==> src/rtl/rtc_bank_pkg.sv <==
package rtc_bank_pkg;

   localparam int NUM_REGIONS = 8;

   localparam logic [2:0] RG_ENABLE = 3'd0;
   localparam logic [2:0] RG_ROM    = 3'd1;
   localparam logic [2:0] RG_SELECT = 3'd2;
   localparam logic [2:0] RG_LATCH  = 3'd3;
   localparam logic [2:0] RG_WINDOW = 3'd5;

   localparam logic [7:0] KEY_ON  = 8'h0A;
   localparam logic [7:0] KEY_OFF = 8'h00;

   localparam logic [7:0] CLK_SEL_FIRST = 8'd8;
   localparam logic [7:0] CLK_SEL_LAST  = 8'd12;

   typedef struct packed {
      logic       carry;
      logic [8:0] day;
      logic [4:0] hour;
      logic [5:0] min;
      logic [5:0] sec;
   } rtc_time_t;

   function automatic logic [7:0] clk_reg_view(rtc_time_t t, logic [2:0] sel);
      logic [7:0] v;
      case (sel)
         3'd0:    v = {2'b00, t.sec};
         3'd1:    v = {2'b00, t.min};
         3'd2:    v = {3'b000, t.hour};
         3'd3:    v = t.day[7:0];
         3'd4:    v = {t.carry, 6'b000000, t.day[8]};
         default: v = 8'hFF;
      endcase
      return v;
   endfunction

endpackage

==> src/rtl/rtc_wrap_cnt.sv <==
module rtc_wrap_cnt #(
   parameter int W     = 6,
   parameter int LIMIT = 60
) (
   input  logic         clk,
   input  logic         rst_n,
   input  logic         inc,
   input  logic         ld,
   input  logic [W-1:0] ld_val,
   output logic [W-1:0] q,
   output logic         wrap
);
   localparam logic [W-1:0] LAST = W'(LIMIT - 1);

   initial begin
      if (LIMIT < 2 || LIMIT > (1 << W))
         $error("rtc_wrap_cnt: LIMIT out of range for W");
   end

   assign wrap = inc && (q >= LAST);

   always_ff @(posedge clk) begin
      if (!rst_n)    q <= '0;
      else if (ld)   q <= ld_val;
      else if (wrap) q <= '0;
      else if (inc)  q <= q + W'(1);
   end
endmodule

==> src/rtl/rtc_bank_decode.sv <==
module rtc_bank_decode
   import rtc_bank_pkg::*;
#(
   parameter int ROM_BANK_W = 7,
   parameter int RAM_BANK_W = 2
) (
   input  logic                   clk,
   input  logic                   rst_n,
   input  logic [NUM_REGIONS-1:0] rg_stb,
   input  logic [7:0]             wr_data,
   output logic                   ram_en_q,
   output logic [ROM_BANK_W-1:0]  rom_bank_q,
   output logic [RAM_BANK_W-1:0]  ram_bank_q,
   output logic                   rtc_acc_q,
   output logic [2:0]             reg_sel_q
);
   logic [ROM_BANK_W-1:0] rom_req;
   logic                  sel_ram, sel_clk;

   assign rom_req = wr_data[ROM_BANK_W-1:0];
   assign sel_ram = wr_data < 8'd4;
   assign sel_clk = (wr_data >= CLK_SEL_FIRST) && (wr_data <= CLK_SEL_LAST);

   always_ff @(posedge clk) begin
      if (!rst_n) begin
         ram_en_q   <= 1'b0;
         rom_bank_q <= ROM_BANK_W'(1);
         ram_bank_q <= '0;
         rtc_acc_q  <= 1'b0;
         reg_sel_q  <= 3'd0;
      end else begin
         if (rg_stb[RG_ENABLE]) begin
            if (wr_data == KEY_ON)       ram_en_q <= 1'b1;
            else if (wr_data == KEY_OFF) ram_en_q <= 1'b0;
         end
         if (rg_stb[RG_ROM])
            rom_bank_q <= (rom_req == '0) ? ROM_BANK_W'(1) : rom_req;
         if (rg_stb[RG_SELECT]) begin
            if (sel_ram) begin
               ram_bank_q <= wr_data[RAM_BANK_W-1:0];
               rtc_acc_q  <= 1'b0;
            end else if (sel_clk) begin
               reg_sel_q <= 3'(wr_data - CLK_SEL_FIRST);
               rtc_acc_q <= 1'b1;
            end
         end
      end
   end
endmodule

==> src/rtl/rtc_time_core.sv <==
module rtc_time_core
   import rtc_bank_pkg::*;
#(
   parameter bit CPU_WR = 1'b1
) (
   input  logic       clk,
   input  logic       rst_n,
   input  logic       tick,
   input  logic       wr_stb,
   input  logic [2:0] wr_sel,
   input  logic [7:0] wr_data,
   output rtc_time_t  now
);
   logic       wr_go, step;
   logic       s_wrap, m_wrap, h_wrap, d_wrap;
   logic [5:0] sec_q, min_q;
   logic [4:0] hour_q;
   logic [8:0] day_q, day_ld;
   logic       carry_q;

   generate
      if (CPU_WR) begin : g_cpu_wr
         assign wr_go = wr_stb;
      end else begin : g_no_cpu_wr
         assign wr_go = 1'b0;
      end
   endgenerate

   assign step   = tick && !wr_go;
   assign day_ld = (wr_sel == 3'd3) ? {day_q[8], wr_data} : {wr_data[0], day_q[7:0]};

   rtc_wrap_cnt #(.W(6), .LIMIT(60)) u_sec (
      .clk(clk), .rst_n(rst_n), .inc(step), .ld(wr_go && wr_sel == 3'd0),
      .ld_val(wr_data[5:0]), .q(sec_q), .wrap(s_wrap));

   rtc_wrap_cnt #(.W(6), .LIMIT(60)) u_min (
      .clk(clk), .rst_n(rst_n), .inc(s_wrap), .ld(wr_go && wr_sel == 3'd1),
      .ld_val(wr_data[5:0]), .q(min_q), .wrap(m_wrap));

   rtc_wrap_cnt #(.W(5), .LIMIT(24)) u_hour (
      .clk(clk), .rst_n(rst_n), .inc(m_wrap), .ld(wr_go && wr_sel == 3'd2),
      .ld_val(wr_data[4:0]), .q(hour_q), .wrap(h_wrap));

   rtc_wrap_cnt #(.W(9), .LIMIT(512)) u_day (
      .clk(clk), .rst_n(rst_n), .inc(h_wrap),
      .ld(wr_go && (wr_sel == 3'd3 || wr_sel == 3'd4)),
      .ld_val(day_ld), .q(day_q), .wrap(d_wrap));

   always_ff @(posedge clk) begin
      if (!rst_n)                          carry_q <= 1'b0;
      else if (wr_go && wr_sel == 3'd4)    carry_q <= wr_data[7];
      else if (d_wrap)                     carry_q <= 1'b1;
   end

   always_comb begin
      now.sec   = sec_q;
      now.min   = min_q;
      now.hour  = hour_q;
      now.day   = day_q;
      now.carry = carry_q;
   end
endmodule

==> src/rtl/rtc_snapshot.sv <==
module rtc_snapshot
   import rtc_bank_pkg::*;
(
   input  logic      clk,
   input  logic      rst_n,
   input  logic      latch_stb,
   input  logic [7:0] wr_data,
   input  rtc_time_t now,
   output rtc_time_t snap,
   output logic      latched
);
   always_ff @(posedge clk) begin
      if (!rst_n) begin
         snap    <= '0;
         latched <= 1'b0;
      end else if (latch_stb) begin
         if (!latched && wr_data == 8'd1) begin
            snap    <= now;
            latched <= 1'b1;
         end else if (latched && wr_data == 8'd0) begin
            latched <= 1'b0;
         end
      end
   end
endmodule

==> src/rtl/rtc_bank_ctrl.sv <==
module rtc_bank_ctrl
   import rtc_bank_pkg::*;
#(
   parameter int ROM_BANK_W = 7,
   parameter int RAM_BANK_W = 2,
   parameter bit CPU_WR     = 1'b1
) (
   input  logic                  clk,
   input  logic                  rst_n,
   input  logic                  wr_en,
   input  logic [15:0]           wr_addr,
   input  logic [7:0]            wr_data,
   input  logic                  sec_tick,
   output logic [ROM_BANK_W-1:0] rom_bank,
   output logic [RAM_BANK_W-1:0] ram_bank,
   output logic                  ram_en,
   output logic                  ram_sel,
   output logic                  rtc_sel,
   output logic [7:0]            win_rd_data
);
   initial begin
      if (ROM_BANK_W < 1 || ROM_BANK_W > 8) $error("rtc_bank_ctrl: ROM_BANK_W must be 1..8");
      if (RAM_BANK_W < 1 || RAM_BANK_W > 2) $error("rtc_bank_ctrl: RAM_BANK_W must be 1..2");
   end

   logic [NUM_REGIONS-1:0] rg_stb;
   logic [2:0]             reg_sel;
   logic                   latched_q;
   rtc_time_t              t_now, t_snap;

   for (genvar g = 0; g < NUM_REGIONS; g++) begin : g_stb
      assign rg_stb[g] = wr_en && (wr_addr[15:13] == 3'(g));
   end

   rtc_bank_decode #(.ROM_BANK_W(ROM_BANK_W), .RAM_BANK_W(RAM_BANK_W)) u_dec (
      .clk(clk), .rst_n(rst_n), .rg_stb(rg_stb), .wr_data(wr_data),
      .ram_en_q(ram_en), .rom_bank_q(rom_bank), .ram_bank_q(ram_bank),
      .rtc_acc_q(rtc_sel), .reg_sel_q(reg_sel));

   rtc_time_core #(.CPU_WR(CPU_WR)) u_time (
      .clk(clk), .rst_n(rst_n), .tick(sec_tick),
      .wr_stb(rg_stb[RG_WINDOW] && ram_en && rtc_sel),
      .wr_sel(reg_sel), .wr_data(wr_data), .now(t_now));

   rtc_snapshot u_snap (
      .clk(clk), .rst_n(rst_n), .latch_stb(rg_stb[RG_LATCH]), .wr_data(wr_data),
      .now(t_now), .snap(t_snap), .latched(latched_q));

   assign ram_sel     = ram_en && !rtc_sel;
   assign win_rd_data = (ram_en && rtc_sel) ? clk_reg_view(t_snap, reg_sel) : 8'hFF;
endmodule

==> config.mk <==
export PLATFORM = sky130hd
export DESIGN_NAME = rtc_bank_ctrl
export DESIGN_NICKNAME = d
export VERILOG_FILES = /design/src/rtl/rtc_bank_pkg.sv /design/src/rtl/rtc_wrap_cnt.sv /design/src/rtl/rtc_bank_decode.sv /design/src/rtl/rtc_time_core.sv /design/src/rtl/rtc_snapshot.sv /design/src/rtl/rtc_bank_ctrl.sv
export SDC_FILE = /design/constraint.sdc
export NUM_CORES = 1
export LEC_CHECK = 0
export CAP_MARGIN = 10
export CORE_MARGIN = 5
export CORE_UTILIZATION = 40
export CTS_BUF_LIST = sky130_fd_sc_hd__clkbuf_4 sky130_fd_sc_hd__clkbuf_8
export DETAILED_ROUTE_END_ITERATION = 8
export PLACE_DENSITY = 0.69
export SLEW_MARGIN = 40
export SYNTH_ARGS = -nofsm -noshare
export SYNTH_HDL_FRONTEND = slang
export SYNTH_SLANG_ARGS = --single-unit
export TNS_END_PERCENT = 1
==> constraint.sdc <==
create_clock -name clk -period 2.5 [get_ports clk]
set_input_delay 0.625 -clock clk [delete_from_list [all_inputs] [get_ports clk]]
set_output_delay 0.625 -clock clk [all_outputs]
set_load 0.02 [all_outputs]
# == Word level (Yosys, flattened, before mapping) ==
# Index checks and enable logic that the tools add are counted.
# totals
output_inout_bits,20
elab_cells,112
register_bits,69
# classes
reduce_logical,46
bitwise,1
n_lt_le_gt_ge,7
n_mux,24
n_addsub,5
n_eq_ne,12
# ops
op,count
8-bit case mux with 5 select lines,1
6-bit 2-to-1 mux,6
9-bit 2-to-1 mux,4
1-bit logical AND,22
5-bit 2-to-1 mux,3
2-bit AND reduction,7
"6-bit by 1-bit adder with 6-bit output, second input constant",2
"3-bit by 2-bit equality test with 1-bit output, second input constant",4
"6-bit >= comparator, second input constant",2
3-bit nonzero test,4
"9-bit by 1-bit adder with 9-bit output, second input constant",1
"9-bit >= comparator, second input constant",1
"8-bit by 1-bit equality test with 1-bit output, second input constant",1
"8-bit by 4-bit equality test with 1-bit output, second input constant",1
"8-bit by 4-bit >= comparator with 1-bit output, second input constant",1
"8-bit by 4-bit less-or-equal comparator with 1-bit output, second input constant",1
8-bit zero test,1
"8-bit by 3-bit < comparator with 1-bit output, second input constant",1
1-bit 2-to-1 mux,8
8-bit 2-to-1 mux,1
2-bit nonzero test,4
7-bit zero test,1
7-bit 2-to-1 mux,1
"3-bit by 1-bit equality test with 1-bit output, second input constant",2
other kinds (11),15

# == Depth between registers and ports, before layout ==
# depth
ltp_word,12
depth_mapped,9

# == By module ==
# A second synthesis with hierarchy kept.
# hier_totals
hier_cells,475
hier_area_um2,4172.8
# by_module_without_submodules
module,instances,area_each_um2,cells_each
rtc_snapshot,1,1172.4,125
rtc_wrap_cnt (u_time.u_min ...),2,375.4,46
rtc_wrap_cnt (u_time.u_day),1,636.9,80
rtc_bank_decode,1,595.6,59
rtc_bank_ctrl,1,425.4,55
rtc_wrap_cnt (u_time.u_hour),1,322.8,41
rtc_time_core,1,269.0,23

# == Worst setup path after synthesis ==
# Ideal clock, no wire load.
# synth_path
path_type,reg2out
from,reg u_dec.reg_sel_q[0]
to,out win_rd_data[1]
required_ns,1.875
path_buffers,1
slack_ns,0.408
arrival_time_ns,1.467
path_stages_with_launch,5
path_cell_list,dfxtp_1 > clkbuf_1 > mux4_2 > inv_1 > o21ai_0
# synth_via
elab_chain_cells,3
elab_cells_between_ends,7
# synth_rtl
element,line,rtl
start: declaration,rtc_bank_decode.sv:15,output logic [2:0] reg_sel_q
start signal: assignment,rtc_bank_decode.sv:43,reg_sel_q <= 3'(wr_data - CLK_SEL_FIRST);
"3-bit equality test, or another cell as far along",rtc_bank_pkg.sv:27,case (sel)
8-bit case mux with 5 select lines (*),rtc_bank_pkg.sv:27,
8-bit 2-to-1 mux (*),rtc_bank_ctrl.sv:50,"assign win_rd_data = (ram_en && rtc_sel) ? clk_reg_view(t_snap, reg_sel) : 8'hFF;"
end: declaration,rtc_bank_ctrl.sv:19,output logic [7:0] win_rd_data
# Mark *: on every way between the ends. The rest lies on a longest branch, timed or not.

# == Worst setup path in the final report ==
# layout_path
from,reg u_dec.reg_sel_q[1]
to,out win_rd_data[3]
# The elaborated chain is that of the path after synthesis.

==> impl_summary.log <==
[metrics] terminating pin of the worst hold path: u_snap.snap[4]$_SDFFE_PN0P_
[metrics] share of power burned in combinational logic: roughly 6.6%
[metrics] # diodes: 0
[metrics] top cells by area, synth: sky130_fd_sc_hd__dfxtp_1 (37%), sky130_fd_sc_hd__mux2i_1 (12%), sky130_fd_sc_hd__nor2_1 (5.8%), sky130_fd_sc_hd__o21ai_0 (3.1%), sky130_fd_sc_hd__nand2_1 (3.0%)
[metrics] total nets after synthesis: between 400 and 500
[metrics] number of enable-type register cells in the synthesized netlist: 0
[metrics] switching fraction of total power: a little under a quarter
[metrics] launching instance or port of the critical path: u_dec.reg_sel_q[1]$_SDFFE_PN0P_
[metrics] WL final: 10,400 um
[metrics] Least-Margin Pin Slew: roughly 0.53 ns
[metrics] Syn. warnings: 0
[metrics] Final HPWL DP: between 7000 and 8000 um
[metrics] routed wirelength normalized by instance count: approximately 17 um
[metrics] largest net degree at the start of global routing: 29
[metrics] top layer in use: met4
[metrics] Crit path arrival time: roughly 1.8 ns
[metrics] Clk pwr share: between 40% and 50%
[metrics] top library cells by usage in the layout, fill and taps aside: sky130_fd_sc_hd__dfxtp_1 (68), sky130_fd_sc_hd__nor2_1 (58), sky130_fd_sc_hd__buf_4 (55)
[metrics] flip-flop cell with the highest count after synthesis: sky130_fd_sc_hd__dfxtp_1
[metrics] postcts setup bufs: 0
[metrics] routability congestion estimate: around 0.89
[metrics] Reg2Reg Capture Point: u_time.u_day.q[2]$_SDFFE_PN0P_
[metrics] wl on met1: around 4700 um
[metrics] buffer type at the clock tree root: sky130_fd_sc_hd__clkbuf_8
[metrics] required arrival time at the worst endpoint: ~1.9 ns
[metrics] area growth from synthesis to final layout: 25.1%
[metrics] Max IR drop VDD: roughly 0.28 mV
[metrics] Port Buffer Count: 34
[metrics] starting density of the core: roughly 40%
[metrics] Via-to-Cell Ratio: ~5.7
[metrics] CTS H-tree lvls: 3
[metrics] final count of hold timing violations: 0
[metrics] capturing element type of the critical path: output port
[metrics] total of hold buffers inserted after clock tree synthesis: 0
[metrics] unrepaired setup endpoints after global routing: false
[metrics] die span in y: ~110 um
[metrics] number of antenna violations at the first check in global routing: 0
[metrics] hold path depth: 2
[metrics] remaining design rule violation count: 0
[metrics] most common cell after layout, fill and taps aside: sky130_fd_sc_hd__dfxtp_1
[metrics] total I/O pin count: 48
[metrics] Worst R2R Path Depth: 9
[metrics] number of DRC violations after detailed-routing iteration 0: 203
[metrics] Syn Area/Cell: 9.07 um^2
[metrics] met2 wire length: 4740 um
[metrics] area of the mapped netlist: ~3700 um^2
[metrics] detailed-routed wire length on met3: 543 um
[metrics] internal power of the cells: between 1500 and 2000 uW
[metrics] max-slew violation total from the final report: 0
[metrics] Bufs on Longest Clock Path: 2
[metrics] final core utilization: 51.1%
[metrics] worst hold-check path type: reg2reg
[metrics] Worst Path Max Fanout: 5
[metrics] total routing resource utilization after global routing: 18.6%
[metrics] Leak Pwr: 0.00169 uW
[metrics] total global routing overflow: 0
[metrics] number of distinct library cells after synthesis: slightly above 70
[metrics] worst slack on hold paths: about 0.5 ns
[metrics] Final nets: 518
[metrics] Skew-Pair Late Insertion Delay: between 0.3 and 0.4 ns
[metrics] global-route wire length before repair: between 15,000 and 20,000 um
[metrics] timing-limited maximum frequency: approximately 0.42 GHz
[metrics] first-pass detailed-route iteration total: 4
[metrics] switching power: 501 uW
[metrics] result of the run: complete, no violations
[metrics] reg2reg start: u_time.u_day.q[0]$_SDFFE_PN0P_
[metrics] proportion of synthesized chip area in sequential cells: between 30% and 40%
[metrics] floorplan row count: 35
[metrics] async set-or-reset flop fraction in the synthesized netlist: 0%
[metrics] Setup WS pre-CTS: -0.125 ns
[metrics] register share of total power: between 50% and 60%
[metrics] worst slew margin relative to its limit: between 60 and 70%
[metrics] total number of vias: 3,440
[metrics] Clk pin slew, worst setup/hold paths: 0.07 ns
[metrics] Final Critical Period: about 2.4 ns
[metrics] register bit total from synthesis: 69
[metrics] die outline area: between 10,000 and 15,000 um^2
[metrics] Final ANT Viol Nets: 0
[metrics] max-capacitance violation count: 0
[metrics] hold path startpoint: u_snap.snap[4]$_SDFFE_PN0P_
[metrics] period utilization: 95.5%
[metrics] cell taking the most area after synthesis: sky130_fd_sc_hd__dfxtp_1
[metrics] setup slack after layout: ~0.11 ns
[metrics] Die Wd: between 100 and 150 um
[metrics] Worst Setup Start Kind: flop
[metrics] cts bufs inserted: 9
[metrics] Worst Path Class, Setup: reg2out
[metrics] placeable core region: around 9200 um^2
[metrics] CTS tree: yes
[metrics] count of clock tree sinks: 69
[metrics] ratio of total power to cell area: 465 nW/um^2
[metrics] register-to-register setup slack: about 0.21 ns
[metrics] portion of synthesized cell area occupied by the leading cell type: between 30% and 40%
[metrics] via count of the first global-routing pass: 3,434
[metrics] clk_skew: roughly 0.011 ns
[metrics] fraction of final layout cells sized beyond drive strength 1: between 20% and 30%
[metrics] endpoints failing setup: 0
[metrics] Syn Inst Count: just over 400
[worst max-delay path by stage]
stage                                           to  cells past startpoint
finish                              win_rd_data[3]                      5
global route                        win_rd_data[1]                      5
CTS                                 win_rd_data[3]                      5
detailed placement  u_time.u_day.q[4]$_SDFFE_PN0P_                      7
global placement    u_time.u_day.q[4]$_SDFFE_PN0P_                      7
floorplan                           win_rd_data[1]                      4
[worst max-delay path: stages (launching register included)]
cell and delay [ns]:
sky130_fd_sc_hd__dfxtp_1 0.33, sky130_fd_sc_hd__buf_4 0.16, sky130_fd_sc_hd__mux4_2 0.49, sky130_fd_sc_hd__inv_1 0.06
sky130_fd_sc_hd__o21ai_0 0.06, sky130_fd_sc_hd__dlygate4sd2_1 0.33
[cells in the mapped netlist, drive strengths merged (5+ instances only)]
library cell and number:
a21oi 20, a22oi 7, a31oi 8, buf 16, clkbuf 12, dfxtp 69
ha 5, inv 11, mux2i 43, nand2 32, nand3 11, nor2 58
nor3 12, nor4 8, o21ai 25, o22ai 5
[stage by stage]
stage	area, um^2	instances	setup TNS, ns	power (uW)
5_1_grt	4670	601	0	2260
3_3_place_gp	4480	585	-1.30	1270
2_1_floorplan	3740	412	0	1190
4_1_cts	4670	601	0	2180
6_report	4670	601	0	2180
3_5_place_dp	4480	585	-1.94	1280
[registers in the layout, indices dropped and copies added (netlist names)]
register          count
u_time.carry_q        1
u_time.u_sec.q        6
u_dec.rom_bank_q      7
u_dec.rtc_acc_q       1
u_time.u_hour.q       5
u_time.u_day.q        9
u_snap.latched        1
u_dec.ram_bank_q      2
u_time.u_min.q        6
u_dec.reg_sel_q       3
u_dec.ram_en_q        1
u_snap.snap          27
[what timing repair did]
action | 4_1_cts | 5_1_grt
setup endpoints to repair | 8 | 0
gates resized for setup | 11 | 0
endpoints found under the hold margin | 0 | 0
[layer usage]
| metal | global-route usage (%) | vias up |
|---|---|---|
| met3 | 3.49 | 22 |
| met2 | 29.5 | 115 |
| met4 | 8.86 | 0 |
| li1 | - | 1661 |
| met5 | 0 | - |
| met1 | 24.4 | 1642 |
[cells by family (layout without fill, tap and decap cells)]
logic type                 Yosys count  in the layout  synth area share, %
AOI/OAI and AO/OA                   96             96                 18.7
xor gates and xnor gates             4              4                0.938
adders and majority gates            5              5                 1.67
buffers and inverters               39            117                 5.83
DFF                                 69             69                 37.0
muxes                               48             48                 14.2
and+or+nand+nor                    151            151                 21.6
[final cells by class]
type / count / area (um^2)
clock buffer: 12 / 153
clock inverter: 4 / 47.5
fill: 820 / 4480
inverter: 11 / 41.3
multi-input combinational: 304 / 2150
sequential: 69 / 1380
tap: 111 / 139
timing repair buffer: 90 / 763
[power by group through the flow]
| stage | Sequential [uW] | Clock, uW | Combinational [uW] |
|---|---|---|---|
| 2_1_floorplan | 1140 | 0 | 59.7 |
| 3_3_place_gp | 1130 | 0 | 140 |
| 3_5_place_dp | 1130 | 0 | 142 |
| 4_1_cts | 1110 | 934 | 143 |
| 5_1_grt | 1110 | 995 | 155 |
| 6_report | 1110 | 923 | 145 |
(Power assumes the default switching activity.)
